[src/rtl/bmc_pkg.sv]
package bmc_pkg;

    typedef enum logic [1:0] {
        EDGE_NONE = 2'b00,
        EDGE_RISE = 2'b01,
        EDGE_FALL = 2'b10,
        EDGE_BOTH = 2'b11
    } edge_sel_e;

    typedef enum logic {
        DIR_UP   = 1'b0,
        DIR_DOWN = 1'b1
    } dir_e;

    typedef struct packed {
        logic boundary;
        logic match;
    } cnt_evt_t;

    function automatic logic edge_hit(input edge_sel_e sel, input logic cur, input logic prev);
        logic rise;
        logic fall;
        rise = cur & ~prev;
        fall = ~cur & prev;
        return (sel[0] & rise) | (sel[1] & fall);
    endfunction

endpackage

[src/rtl/bmc_tick_sel.sv]
module bmc_tick_sel
    import bmc_pkg::*;
(
    input  logic       clk,
    input  logic       rst,
    input  logic       ext_sel,
    input  logic [1:0] edge_sel,
    input  logic       pre_tick,
    input  logic       pin_in,
    output logic       tick
);

    logic      pin_prev;
    edge_sel_e sel;

    assign sel = edge_sel_e'(edge_sel);

    always_ff @(posedge clk) begin
        if (rst) begin
            pin_prev <= 1'b0;
        end else begin
            pin_prev <= pin_in;
        end
    end

    always_comb begin
        if (ext_sel) begin
            tick = edge_hit(sel, pin_in, pin_prev);
        end else begin
            tick = pre_tick;
        end
    end

endmodule

[src/rtl/bmc_core.sv]
module bmc_core
    import bmc_pkg::*;
#(
    parameter int CNT_W   = 16,
    parameter int DEF_MOD = 4
) (
    input  logic             clk,
    input  logic             rst,
    input  logic             tick,
    input  logic             ud_mode,
    input  logic             wr_en,
    input  logic [CNT_W-1:0] wr_data,
    output logic [CNT_W-1:0] count,
    output logic [CNT_W-1:0] active_mod,
    output cnt_evt_t         evt
);

    localparam logic [CNT_W-1:0] ONE     = CNT_W'(1);
    localparam logic [CNT_W-1:0] TWO     = CNT_W'(2);
    localparam logic [CNT_W-1:0] RST_MOD = CNT_W'(DEF_MOD);

    logic [CNT_W-1:0] cnt_q,  cnt_d;
    logic [CNT_W-1:0] a1_q,   a1_d;
    logic [CNT_W-1:0] a2_q;
    dir_e             dir_q,  dir_d;

    always_comb begin
        cnt_d        = cnt_q;
        a1_d         = a1_q;
        dir_d        = dir_q;
        evt.boundary = 1'b0;
        evt.match    = 1'b0;
        if (tick) begin
            if (!ud_mode) begin
                dir_d = DIR_UP;
                if (cnt_q == a1_q) begin
                    cnt_d        = ONE;
                    a1_d         = a2_q;
                    evt.boundary = 1'b1;
                end else begin
                    cnt_d = cnt_q + ONE;
                end
            end else if (dir_q == DIR_UP) begin
                if (cnt_q == a1_q) begin
                    dir_d = DIR_DOWN;
                    cnt_d = cnt_q - ONE;
                end else begin
                    cnt_d     = cnt_q + ONE;
                    evt.match = (cnt_d == a1_q);
                end
            end else begin
                if (cnt_q == ONE) begin
                    dir_d        = DIR_UP;
                    cnt_d        = TWO;
                    a1_d         = a2_q;
                    evt.boundary = 1'b1;
                    evt.match    = (TWO == a2_q);
                end else begin
                    cnt_d = cnt_q - ONE;
                end
            end
        end
    end

    always_ff @(posedge clk) begin
        if (rst) begin
            cnt_q <= ONE;
            a1_q  <= RST_MOD;
            a2_q  <= RST_MOD;
            dir_q <= DIR_UP;
        end else begin
            cnt_q <= cnt_d;
            a1_q  <= a1_d;
            dir_q <= dir_d;
            if (wr_en) begin
                a2_q <= wr_data;
            end
        end
    end

    assign count      = cnt_q;
    assign active_mod = a1_q;

endmodule

[src/rtl/bmc_flag.sv]
module bmc_flag
    import bmc_pkg::*;
(
    input  logic     clk,
    input  logic     rst,
    input  logic     tick,
    input  logic     ud_mode,
    input  logic     bnd_flag_en,
    input  cnt_evt_t evt,
    input  logic     flag_clr,
    output logic     flag
);

    logic set_evt;
    logic flag_q;

    always_comb begin
        if (ud_mode) begin
            set_evt = tick & (evt.match | (bnd_flag_en & evt.boundary));
        end else begin
            set_evt = tick & evt.boundary;
        end
    end

    always_ff @(posedge clk) begin
        if (rst) begin
            flag_q <= 1'b0;
        end else if (set_evt) begin
            flag_q <= 1'b1;
        end else if (flag_clr) begin
            flag_q <= 1'b0;
        end
    end

    assign flag = flag_q;

endmodule

[src/rtl/bmc_channel.sv]
module bmc_channel
    import bmc_pkg::*;
#(
    parameter int CNT_W   = 16,
    parameter int DEF_MOD = 4
) (
    input  logic             clk,
    input  logic             rst,
    input  logic             wr_en,
    input  logic [CNT_W-1:0] wr_data,
    input  logic             ud_mode,
    input  logic             bnd_flag_en,
    input  logic             ext_sel,
    input  logic [1:0]       edge_sel,
    input  logic             pre_tick,
    input  logic             pin_in,
    input  logic             flag_clr,
    output logic [CNT_W-1:0] count,
    output logic [CNT_W-1:0] active_mod,
    output logic             flag
);

    logic     tick_w;
    cnt_evt_t evt_w;

    bmc_tick_sel u_tick (
        .clk      (clk),
        .rst      (rst),
        .ext_sel  (ext_sel),
        .edge_sel (edge_sel),
        .pre_tick (pre_tick),
        .pin_in   (pin_in),
        .tick     (tick_w)
    );

    bmc_core #(
        .CNT_W   (CNT_W),
        .DEF_MOD (DEF_MOD)
    ) u_core (
        .clk        (clk),
        .rst        (rst),
        .tick       (tick_w),
        .ud_mode    (ud_mode),
        .wr_en      (wr_en),
        .wr_data    (wr_data),
        .count      (count),
        .active_mod (active_mod),
        .evt        (evt_w)
    );

    bmc_flag u_flag (
        .clk         (clk),
        .rst         (rst),
        .tick        (tick_w),
        .ud_mode     (ud_mode),
        .bnd_flag_en (bnd_flag_en),
        .evt         (evt_w),
        .flag_clr    (flag_clr),
        .flag        (flag)
    );

endmodule

[config.mk]
export PLATFORM = sky130hd
export DESIGN_NAME = bmc_channel
export DESIGN_NICKNAME = d
export VERILOG_FILES = /design/src/rtl/bmc_pkg.sv /design/src/rtl/bmc_tick_sel.sv /design/src/rtl/bmc_core.sv /design/src/rtl/bmc_flag.sv /design/src/rtl/bmc_channel.sv
export SDC_FILE = /design/constraint.sdc
export NUM_CORES = 1
export LEC_CHECK = 0
export ABC_AREA = 1
export BUFFER_PORTS_ARGS = -buffer_cell sky130_fd_sc_hd__buf_2
export CAP_MARGIN = 10
export CORE_MARGIN = 1.5
export CORE_UTILIZATION = 35
export CTS_CLUSTER_SIZE = 24
export DETAILED_ROUTE_END_ITERATION = 6
export GPL_TIMING_DRIVEN = 0
export PLACE_DENSITY = 0.54
export REMOVE_ABC_BUFFERS = 1
export SYNTH_ARGS = -nofsm -noshare
export SYNTH_HDL_FRONTEND = slang
export SYNTH_SLANG_ARGS = --single-unit
[constraint.sdc]
create_clock -name clk -period 2.2 [get_ports clk]
set_input_delay 0.22 -clock clk [delete_from_list [all_inputs] [get_ports clk]]
set_output_delay 0.22 -clock clk [all_outputs]
set_load 0.01 [all_outputs]
==> results of run 1 <==
-- sequential cells by signal (all words and copies together) (netlist names) --
register	flops
u_core.dir_q	1
u_core.count	16
u_core.a2_q	16
u_flag.flag	1
u_core.active_mod	16
u_tick.pin_prev	1
-- final timing paths --
check | to | slack (ps) | cells after the start
max | u_core.count[2] | 140 | 13
max reg2reg | u_core.count[2] | 140 | 13
min | u_core.a2_q[9] | 120 | 3
min reg2reg | u_core.active_mod[12] | 490 | 2
-- cell type report --
type / instances / area share
clock buffer: 6 / 0.0186
sequential: 51 / 0.270
tap: 111 / 0.0357
timing repair inverter: 1 / 0.00193
multi-input combinational: 409 / 0.514
clock inverter: 2 / 0.00418
timing repair buffer: 66 / 0.0977
inverter: 59 / 0.0578
-- worst register-to-register path, delay by kind of cell (launching register included) --
family | cells | cell delay [ps]
compound gates | 1 | 120
buf+inv | 2 | 260
flops | 1 | 490
simple gates | 10 | 1120
-- metal layers --
metal	up-vias	global-route usage	routed length (µm)
met5	-	0	0
met4	0	0.0650	151
met3	12	0.0344	625
met2	128	0.359	4880
met1	1602	0.292	4810
li1	1856	-	-
-- report_power, final --
part | total (mW) | leakage (nW) | switching (mW) | internal, mW
clock network | 0.583 | 0.0418 | 0.353 | 0.230
logic | 0.512 | 1.35 | 0.323 | 0.189
registers | 1.06 | 0.425 | 0.0856 | 0.976
total | 2.16 | 1.81 | 0.762 | 1.40
-- timing repair --
item                       4_1_cts  5_1_grt
buffers inserted                 4        2
gates cloned                     2        0
resized for setup               24       22
pin swaps                        2        1
setup endpoints to repair       33       32
-- cell families after synthesis --
logic type,count (synthesis)
buf+inv,81
compound gates,102
flops,51
fa+ha+maj,3
xor+xnor,17
simple gates,286
-- cells in the final DEF (no fill, tap or decap), types with 6 or more instances in the layout --
cell     count
a21oi_1     28
a31oi_1     10
buf_2       59
dfxtp_1     36
dfxtp_2     10
inv_1       45
inv_2       13
nand2_1    145
nand3_1     23
nand4_1     17
nor2_1      72
nor2_2       6
o21ai_0     49
o21ai_1      7
xor2_1      17
-- metrics by stage --
stage                     cells  total power [mW]  utilization  hold WS, ps
after floorplan             518              1.37            -          289
after global placement      688              1.54        0.392          440
after detailed placement    688              1.54        0.392          448
after CTS                   702              2.14        0.415          118
after global routing        705              2.29        0.426          112
final                       705              2.16        0.426          121
==> results.tsv, run 1 <==
stage	metric	value	unit
cells_and_area	Layout Nets	623	
yosys	Synth Area in Adders	0.0115	
drt	wire length per cell	14.8	µm
power	Leakage	1.81	nW
timing	RSZ-0062 raised after global routing	no	
timing	final worst slack	142	ps
floorplanning	initial core utilization	0.357	
drt	first-pass iteration count of the detailed router	6	
floorplanning	row count	35	
placement	count of input and output buffers	59	
timing	Layout Skew	16.0	ps
timing	Rel. slew slack	0.486	
clock_tree	total CTS buffers	5	
yosys	synthesized area	0.00327	mm²
grt	All-Layer GR Usage	0.217	
floorplanning	Die ar.	0.00992	mm²
yosys	Synth area leader	dfxtp_1	
clock_tree	H-tree depth	2	
yosys	Post-synth ARST share	0	
clock_tree	CTS tree	yes	
worst_setup_path	Crit. End Element	flop	
yosys	Avg Cell Area, Syn	6.05	µm²
yosys	library cells used by synthesis	26	
clock_tree	Clock Latency Late Sink	310	ps
timing	max-slew violations	0	
worst_setup_path	CP Data Arrival Time	2280	ps
clock_tree	maximum clock path buffer count	2	
timing	final setup vio count	0	
yosys	top cells by count, synth	nand2_1 (147), nor2_1 (77), o21ai_0 (53), dfxtp_1 (51), inv_1 (46)	
grt	antenna violations before repair	0	
worst_setup_path	crit path cell chain	inv_2 > nand2_1 > nand2_1 > nor2_1 > nand2_1 > nor2_1 > nand2_4 > nand2_1 > nand2_2 > nor2_4 > buf_4 > nand2_1 > a31oi_1	
yosys	multiplexer area fraction after synthesis	0	
yosys	simple-gate share of the synthesized area	0.366	
floorplanning	core area	0.00915	mm²
yosys	Yosys warnings	0	
clock_tree	Clock Sink Count	51	
floorplanning	# IOs	60	
cells_and_area	fill count	1045	
worst_setup_path	Crit-path slowest cell	dfxtp_1	
worst_setup_path	Startpoint Class	flop	
cells_and_area	antenna fix cells	0	
placement	dpl cell area	0.00359	mm²
yosys	EDFF count, synth	0	
worst_setup_path	Critical path buffers and inverters	2	
worst_setup_path	Critical Path Fanout Max	10	
drt	post-route DRC violation count	0	
grt	first-pass GRT wire length	17000	µm
status	status	finished, final reports clean	
placement	Post-Place Setup Slack	-1260	ps
timing	Peak Freq	486	MHz
drt	post-route ant nets	0	
timing	setup TNS	0	ps
worst_setup_path	CP peak stage delay	490	ps
yosys	Main synth FF type	dfxtp_1	
placement	HPWL after DPL	7500	µm
grt	Overflow after GRT	0	
worst_setup_path	crit path launch	u_core.count[15]	
worst_setup_path	Crit path top cell by count	nand2_1	
placement	Routability Congestion	0.893	
yosys	register bit total from synthesis	51	
yosys	sequential-to-total area share from yosys stat	0.313	
yosys	Mapped Cells	540	
timing	number of hold violations in the final report	0	
yosys	Synth area leaders	dfxtp_1 (31%), nand2_1 (17%), nor2_1 (8.8%)	
cells_and_area	area occupied by multi-input gates	0.00200	mm²
cells_and_area	share of cells above drive strength 1	0.214	
power	pwr dens	554	mW/mm²
timing	Final Cycle Share	0.935	
drt	via count	3598	
drt	via-per-instance ratio	5.10	
worst_setup_path	CP top delay family	simple AND/OR/NAND/NOR gates	
drt	DRT iter0 DRCs	236	
clock_tree	Reg clk slew, reported paths	110	ps
worst_setup_path	Crit path required time	2430	ps
worst_setup_path	WS Path Type	flop to flop	
yosys	top cell type's share of synthesized area	0.313	
timing	Worst-Margin Slew	764	ps
clock_tree	Clk Tree Root Cell	clkbuf_8	
hold_path	Hold Crit Class	input pin to flop	
yosys	most frequent cell after synthesis	nand2_1	
grt	vias in the first global route	3325	
floorplanning	Die Y-Extent	99.6	µm
hold_path	min-delay src	wr_data[9]	
yosys	Synth Area in XOR/XNOR	0.0456	
yosys	largest family of logic cells by synthesized area	simple AND/OR/NAND/NOR gates	
cells_and_area	cell area after layout	0.00389	mm²
clock_tree	# hold bufs at CTS	0	
floorplanning	chip width	99.6	µm
cells_and_area	storage element area	0.00105	mm²
grt	pin count of the biggest net entering global routing	46	
drt	WL final	10500	µm
cells_and_area	Syn-to-layout area delta	19.2	%
job	max_cap viols	0	
timing	minimum clock period	2060	ps
power	Peak VDD IR	292	µV
worst_setup_path	reg2reg start	u_core.count[15]	
yosys	Compound-Gate Fraction of Synth Area	0.163	
Power figures use the tool's default switching activity.
==> run 2: changes to the inputs <==
- CORE_MARGIN: 1.5 -> default
==> run 2 against run 1 <==
Net effect: cell count fell by 0.28%; maximum frequency up 0.11%; register-to-register slack barely moved; largest cell class unchanged; utilization increased by 1.2 points; routed wire length decreased by 2.6%; hold slack worse by 2.3 ps; total power down 0.43%; sequential share of layout area is 0.11 points higher; design area is essentially flat; worst setup slack better by 2.3 ps; sequential power about the same; critical endpoint is now u_flag.flag; die area is 2.0% lower.
==> results.tsv, run 2 (synthesized netlist as in run 1, its figures left out) <==
stage	metric	value	unit	change
floorplanning	chip width	98.6	µm	was 99.6 µm
worst_setup_path	Crit path required time	2440	ps	was 2430 ps
power	Comb pwr share	0.235		was 0.237
cells_and_area	commonest non-fill, non-tap cells in the layout	nand2_1 (145), nor2_1 (73), buf_2 (59)		was nand2_1 (145), nor2_1 (72), buf_2 (59)
cells_and_area	Layout Nets	624		was 623
drt	via-per-instance ratio	5.11		was 5.10
cells_and_area	area occupied by multi-input gates	0.00201	mm²	was 0.00200 mm²
power	switch share	0.351		was 0.353
clock_tree	total CTS buffers	5		unchanged
drt	post-route ant nets	0		unchanged
worst_setup_path	CP peak stage delay	440	ps	was 490 ps
floorplanning	Die ar.	0.00972	mm²	was 0.00992 mm²
power	switching power	0.753	mW	was 0.762 mW
power	part of the power in registers	0.495		was 0.492
worst_setup_path	Crit path top cell by count	nand2_1		unchanged
clock_tree	Clk Tree Root Cell	clkbuf_8		unchanged
timing	Worst-Margin Slew	1170	ps	was 764 ps
hold_path	min-delay src	wr_data[11]		was wr_data[9]
clock_tree	H-tree depth	2		unchanged
placement	count of input and output buffers	59		unchanged
timing	final setup vio count	0		unchanged
grt	M2 GR Usage	0.366		was 0.359
clock_tree	Clock Sink Count	51		unchanged
clock_tree	# hold bufs at CTS	0		unchanged
hold_path	Hold Crit Class	input pin to flop		unchanged
timing	number of hold violations in the final report	0		unchanged
cells_and_area	antenna fix cells	0		unchanged
worst_setup_path	crit path cell chain	ha_2 > nand2_2 > nor2_4 > buf_4 > nand2_1 > nand2_1 > nand2_1 > nor2_1 > nand2_1 > nor2_1 > nand4_1 > nand2_1 > nand2_1 > a21oi_1		was inv_2 > nand2_1 > nand2_1 > nor2_1 > nand2_1 > nor2_1 > nand2_4 > nand2_1 > nand2_2 > nor2_4 > buf_4 > nand2_1 > a31oi_1
floorplanning	initial core utilization	0.367		was 0.357
job	max_cap viols	0		unchanged
placement	Cells after DPL	685		was 688
power	Leakage	1.82	nW	was 1.81 nW
worst_setup_path	crit path launch	u_core.count[0]		was u_core.count[15]
drt	WL final	10200	µm	was 10500 µm
drt	via count	3590		was 3598
timing	Final Cycle Share	0.934		was 0.935
drt	post-route DRC violation count	0		unchanged
grt	pin count of the biggest net entering global routing	46		unchanged
floorplanning	Die Y-Extent	98.6	µm	was 99.6 µm
floorplanning	row count	34		was 35
placement	HPWL after DPL	7320	µm	was 7500 µm
timing	Rel. slew slack	0.222		was 0.486
drt	wire length per cell	14.5	µm	was 14.8 µm
clock_tree	Reg clk slew, reported paths	110	ps	about the same
floorplanning	# IOs	60		unchanged
grt	Overflow after GRT	0		unchanged
grt	first-pass GRT wire length	16800	µm	was 17000 µm
power	Peak VDD IR	242	µV	was 292 µV
cells_and_area	most common cell after layout, fill and taps aside	nand2_1		unchanged
worst_setup_path	reg2reg start	u_core.count[0]		was u_core.count[15]
cells_and_area	storage element area	0.00106	mm²	was 0.00105 mm²
clock_tree	maximum clock path buffer count	2		unchanged
grt	met1 usage	0.298		was 0.292
cells_and_area	Finished Layout Cells	703		was 705
grt	Top Usage Layer GRT	met2		unchanged
timing	worst hold slack	119	ps	was 121 ps
power	clock network power share	0.271		was 0.270
worst_setup_path	CP top delay family	simple AND/OR/NAND/NOR gates		unchanged
cells_and_area	fill count	982		was 1045
clock_tree	CTS tree	yes		unchanged
cells_and_area	Syn-to-layout area delta	19.1	%	was 19.2%
worst_setup_path	Startpoint Class	flop		unchanged
worst_setup_path	Critical path buffers and inverters	1		was 2
worst_setup_path	Crit. End Element	flop		unchanged
timing	max-slew violations	0		unchanged
grt	antenna violations before repair	0		unchanged
worst_setup_path	CP Data Arrival Time	2300	ps	was 2280 ps
timing	minimum clock period	2060	ps	about the same
grt	vias in the first global route	3305		was 3325
clock_tree	Clock Latency Late Sink	320	ps	was 310 ps
grt	met3 Use GR	0.0255		was 0.0344
worst_setup_path	Critical Path Fanout Max	9		was 10
timing	Layout Skew	10.8	ps	was 16.0 ps
floorplanning	core area	0.00889	mm²	was 0.00915 mm²
drt	DRT iter0 DRCs	173		was 236
worst_setup_path	Crit-path slowest cell	dfxtp_4		was dfxtp_1
grt	All-Layer GR Usage	0.219		was 0.217
drt	first-pass iteration count of the detailed router	5		was 6
placement	Routability Congestion	0.950		was 0.893
timing	Peak Freq	487	MHz	was 486 MHz
status	status	finished, final reports clean		unchanged
power	pwr dens	552	mW/mm²	was 554 mW/mm²
power	internal cell power	1.40	mW	about the same
worst_setup_path	WS Path Type	flop to flop		unchanged
cells_and_area	share of cells above drive strength 1	0.218		was 0.214
run 2: changes by cell type in the layout (fill, tap and decap cells not counted), sizes merged:
cell / change
buf: +1
clkinvlp: -1
clkbuf: -1
inv: +1
clkinv: +1
run 2: what timing repair did:
action,4_1_cts,5_1_grt
setup endpoints to repair,33,33
cloned,2,0
pin swaps,2,1
setup buffers,5,3
resized for setup,22,25
run 2: worst paths after layout:
kind,endpoint,slack [ps],cells past startpoint
worst max-delay path,u_flag.flag,140,14
worst min-delay path,u_core.a2_q[11],120,3
worst max register to register,u_flag.flag,140,14
worst min register to register,u_core.active_mod[12],490,2
run 2: area by class of cell:
cell class | count | share of cell area
inverters | 59 | 0.0579
well taps | 108 | 0.0347
clock inverters | 3 | 0.00579
repair buffers | 67 | 0.0945
flip-flops and latches | 51 | 0.271
multi-input cells | 409 | 0.516
clock buffers | 5 | 0.0177
repair inverters | 1 | 0.00193
run 2: routing by layer:
layer	up-vias	wire [µm]
li1	1849	-
met1	1636	4860
met2	91	4770
met3	14	401
met4	0	163
met5	-	0
run 2: stage by stage:
stage	util	setup TNS [ps]	power [mW]	setup slack [ps]	instance area (µm²)
after floorplan	-	0	1.37	99.6	3160
after global placement	0.404	-18910	1.54	-1190	3590
after detailed placement	0.404	-19150	1.54	-1220	3590
after CTS	0.427	0	2.16	8.48	3790
after global routing	0.438	-9.00	2.29	-9.00	3890
final	0.438	0	2.15	145	3890
run 2: tightest hold or removal path, delay by kind of cell:
| kind | cells | cell delay (ps) |
|---|---|---|
| buffers and inverters | 1 | 70 |
| and+or+nand+nor | 2 | 110 |
run 2: power groups by stage:
stage	Combinational, mW	Clock [mW]	Sequential (mW)
after floorplan	0.309	0	1.07
after global placement	0.461	0	1.07
after detailed placement	0.464	0	1.08
after CTS	0.489	0.615	1.06
after global routing	0.570	0.651	1.07
final	0.504	0.582	1.06
==> run 3: changes to the inputs <==
--- a/config.mk
+++ b/config.mk
@@ -9,8 +9,10 @@
 export BUFFER_PORTS_ARGS = -buffer_cell sky130_fd_sc_hd__buf_2
 export CAP_MARGIN = 10
+export CORE_MARGIN = 4
 export CORE_UTILIZATION = 35
 export CTS_CLUSTER_SIZE = 24
 export DETAILED_ROUTE_END_ITERATION = 6
 export GPL_TIMING_DRIVEN = 0
+export MAX_ROUTING_LAYER = met4
 export PLACE_DENSITY = 0.54
 export REMOVE_ABC_BUFFERS = 1
==> constraint.sdc (replaced) <==
create_clock -name clk -period 2.2 [get_ports clk]
set_input_delay 0.22 -clock clk [delete_from_list [all_inputs] [get_ports clk]]
set_output_delay 0.22 -clock clk [all_outputs]
set_load 0.05 [all_outputs]
==> run 3 against run 2 <==
Net effect: combinational power rose by 15%; count of clock-buffer cells in the layout rose by 1; maximum frequency barely moved; utilization fell by 0.28 points; routed wire length barely moved; sequential cell count did not move; first-iteration DRC count rose by 25%; via count fell by 1.4%; cell count fell by 0.28%; critical path type unchanged; critical endpoint unchanged; largest power group unchanged.
==> results.tsv, run 3 (synthesized netlist as in run 1, its figures left out) <==
stage	metric	value	unit	change
grt	All-Layer GR Usage	0.191		was 0.219
timing	worst hold slack	122	ps	was 119 ps
worst_setup_path	Register-to-Register Path Depth	14		unchanged
placement	HPWL after DPL	7410	µm	was 7320 µm
timing	Layout Skew	10.9	ps	was 10.8 ps
worst_setup_path	reg2reg start	u_core.count[0]		unchanged
grt	antenna violations before repair	0		unchanged
timing	number of hold violations in the final report	0		unchanged
worst_setup_path	crit path cell chain	ha_1 > nand2_1 > nor2_4 > buf_4 > nand2_1 > nand2_1 > nand2_1 > nor2_1 > nand2_1 > nor2_1 > nand4_1 > nand2_1 > nand2_1 > a21oi_1		was ha_2 > nand2_2 > nor2_4 > buf_4 > nand2_1 > nand2_1 > nand2_1 > nor2_1 > nand2_1 > nor2_1 > nand4_1 > nand2_1 > nand2_1 > a21oi_1
timing	Worst-Margin Slew	716	ps	was 1170 ps
worst_setup_path	CP peak stage delay	430	ps	was 440 ps
clock_tree	Clk Tree Root Cell	clkbuf_8		unchanged
power	pwr dens	572	mW/mm²	was 552 mW/mm²
drt	DRT iter0 DRCs	216		was 173
timing	Rel. slew slack	0.518		was 0.222
clock_tree	CTS tree	yes		unchanged
floorplanning	Die ar.	0.0109	mm²	was 0.00972 mm²
drt	WL final	10200	µm	about the same
timing	max-slew violations	0		unchanged
worst_setup_path	CP top delay family	simple AND/OR/NAND/NOR gates		unchanged
clock_tree	maximum clock path buffer count	2		unchanged
clock_tree	# hold bufs at CTS	0		unchanged
status	status	finished, final reports clean		unchanged
cells_and_area	cell area after layout	0.00387	mm²	was 0.00389 mm²
timing	Final Cycle Share	0.934		about the same
placement	Cells after DPL	685		unchanged
cells_and_area	most common cell after layout, fill and taps aside	nand2_1		unchanged
floorplanning	chip width	105	µm	was 98.6 µm
cells_and_area	share of cells above drive strength 1	0.204		was 0.218
floorplanning	# IOs	60		unchanged
power	internal cell power	1.39	mW	was 1.40 mW
drt	first-pass iteration count of the detailed router	5		unchanged
floorplanning	Die Y-Extent	105	µm	was 98.6 µm
cells_and_area	Syn-to-layout area delta	18.4	%	was 19.1%
placement	count of input and output buffers	59		unchanged
job	max_cap viols	0		unchanged
hold_path	min-delay src	wr_data[15]		was wr_data[11]
grt	vias in the first global route	3295		was 3305
power	part of the power in registers	0.480		was 0.495
worst_setup_path	RR Endpoint	u_flag.flag		unchanged
grt	first-pass GRT wire length	16700	µm	was 16800 µm
power	Leakage	1.80	nW	was 1.82 nW
power	switching power	0.820	mW	was 0.753 mW
grt	pin count of the biggest net entering global routing	46		unchanged
timing	final worst slack	144	ps	was 145 ps
clock_tree	Clock Sink Count	51		unchanged
timing	Peak Freq	486	MHz	was 487 MHz
cells_and_area	Final Util	0.435		was 0.438
grt	Overflow after GRT	0		unchanged
worst_setup_path	register-to-register setup slack	140	ps	about the same
clock_tree	Clock Latency Late Sink	310	ps	was 320 ps
worst_setup_path	WS Path Type	flop to flop		unchanged
power	switch share	0.371		was 0.351
worst_setup_path	Crit path top cell by count	nand2_1		unchanged
drt	wire length per cell	14.6	µm	was 14.5 µm
worst_setup_path	Critical Path Fanout Max	9		unchanged
drt	via-per-instance ratio	5.05		was 5.11
placement	dpl cell area	0.00359	mm²	unchanged
hold_path	Hold Crit Depth	3		unchanged
drt	post-route DRC violation count	0		unchanged
cells_and_area	antenna fix cells	0		unchanged
power	clock network power share	0.256		was 0.271
cells_and_area	Layout Nets	622		was 624
floorplanning	initial core utilization	0.367		unchanged
floorplanning	row count	34		unchanged
timing	final setup vio count	0		unchanged
worst_setup_path	Crit path required time	2440	ps	about the same
clock_tree	H-tree depth	2		unchanged
power	Comb pwr share	0.263		was 0.235
placement	Routability Congestion	0.929		was 0.950
floorplanning	core area	0.00889	mm²	unchanged
clock_tree	Reg clk slew, reported paths	100	ps	was 110 ps
power	Peak VDD IR	203	µV	was 242 µV
placement	Post-Place Setup Slack	-1210	ps	was -1220 ps
worst_setup_path	Critical path buffers and inverters	1		unchanged
timing	minimum clock period	2060	ps	about the same
worst_setup_path	Crit. End Element	flop		unchanged
worst_setup_path	Startpoint Class	flop		unchanged
hold_path	Hold Crit Class	input pin to flop		unchanged
cells_and_area	commonest non-fill, non-tap cells in the layout	nand2_1 (146), nor2_1 (74), buf_2 (59)		was nand2_1 (145), nor2_1 (73), buf_2 (59)
worst_setup_path	CP Data Arrival Time	2300	ps	about the same
cells_and_area	Finished Layout Cells	701		was 703
worst_setup_path	Crit-path slowest cell	dfxtp_4		unchanged
drt	via count	3538		was 3590
clock_tree	total CTS buffers	5		unchanged
hold_path	Worst Hold Endpoint	u_core.a2_q[15]		was u_core.a2_q[11]
drt	post-route ant nets	0		unchanged
run 3: changes by cell type in the layout (fill, tap and decap cells not counted), moves of 2 or more:
cell,before,now
buf_4,7,5
ha_1,1,3
dfxtp_1,35,37
dfxtp_4,6,4
nand2_4,3,1
run 3: what timing repair did:
| action | in CTS | in global routing |
|---|---|---|
| gates resized for setup | 25 | 14 |
| endpoints found under the setup margin | 33 | 33 |
| pin swaps | 2 | 1 |
| cloned | 1 | 0 |
| setup buffers | 4 | 2 |
run 3: per-layer routing:
layer | vias up | track usage | part of all wire
met3 | 10 | 0.0259 | 0.041
li1 | 1849 | - | -
met4 | 0 | 0.0506 | 0.012
met1 | 1593 | 0.254 | 0.48
met5 | - | - | 0
met2 | 86 | 0.308 | 0.46
run 3: layout make-up:
type                       instances  area, µm²
multi-input combinational        408       1980
inverter                          59        225
timing repair inverter             1       7.51
tap                              108        135
clock buffer                       6       72.6
timing repair buffer              66        380
clock inverter                     2       16.3
fill                             989       5020
sequential                        51       1050
run 3: how the worst max path moves through the flow:
stage | start | to | cells after the start
2_1_floorplan | u_core.count[7] | u_flag.flag | 12
3_3_place_gp | pin_in | u_core.active_mod[7] | 9
3_5_place_dp | pin_in | u_core.active_mod[7] | 9
4_1_cts | u_core.count[2] | u_core.count[13] | 7
5_1_grt | u_core.count[0] | u_flag.flag | 14
6_report | u_core.count[0] | u_flag.flag | 14
run 3: metrics by stage:
step                      setup TNS [ps]  total power, mW
final                                  0             2.21
after global routing               -6.23             2.35
after CTS                              0             2.22
after detailed placement          -19220             1.62
after global placement            -18800             1.62
after floorplan                    -3420             1.45
run 3: power by group through the flow:
stage          Combinational (mW)  Clock, mW  Sequential [mW]
5_1_grt                     0.650      0.630             1.07
4_1_cts                     0.567      0.589             1.06
3_3_place_gp                0.542          0             1.08
3_5_place_dp                0.546          0             1.08
2_1_floorplan               0.310          0             1.15
6_report                    0.582      0.567             1.06
run 3: worst min-delay path, stage by stage:
cell	delay (ps)
buf_2	70
nor2_1	30
nor2_1	80
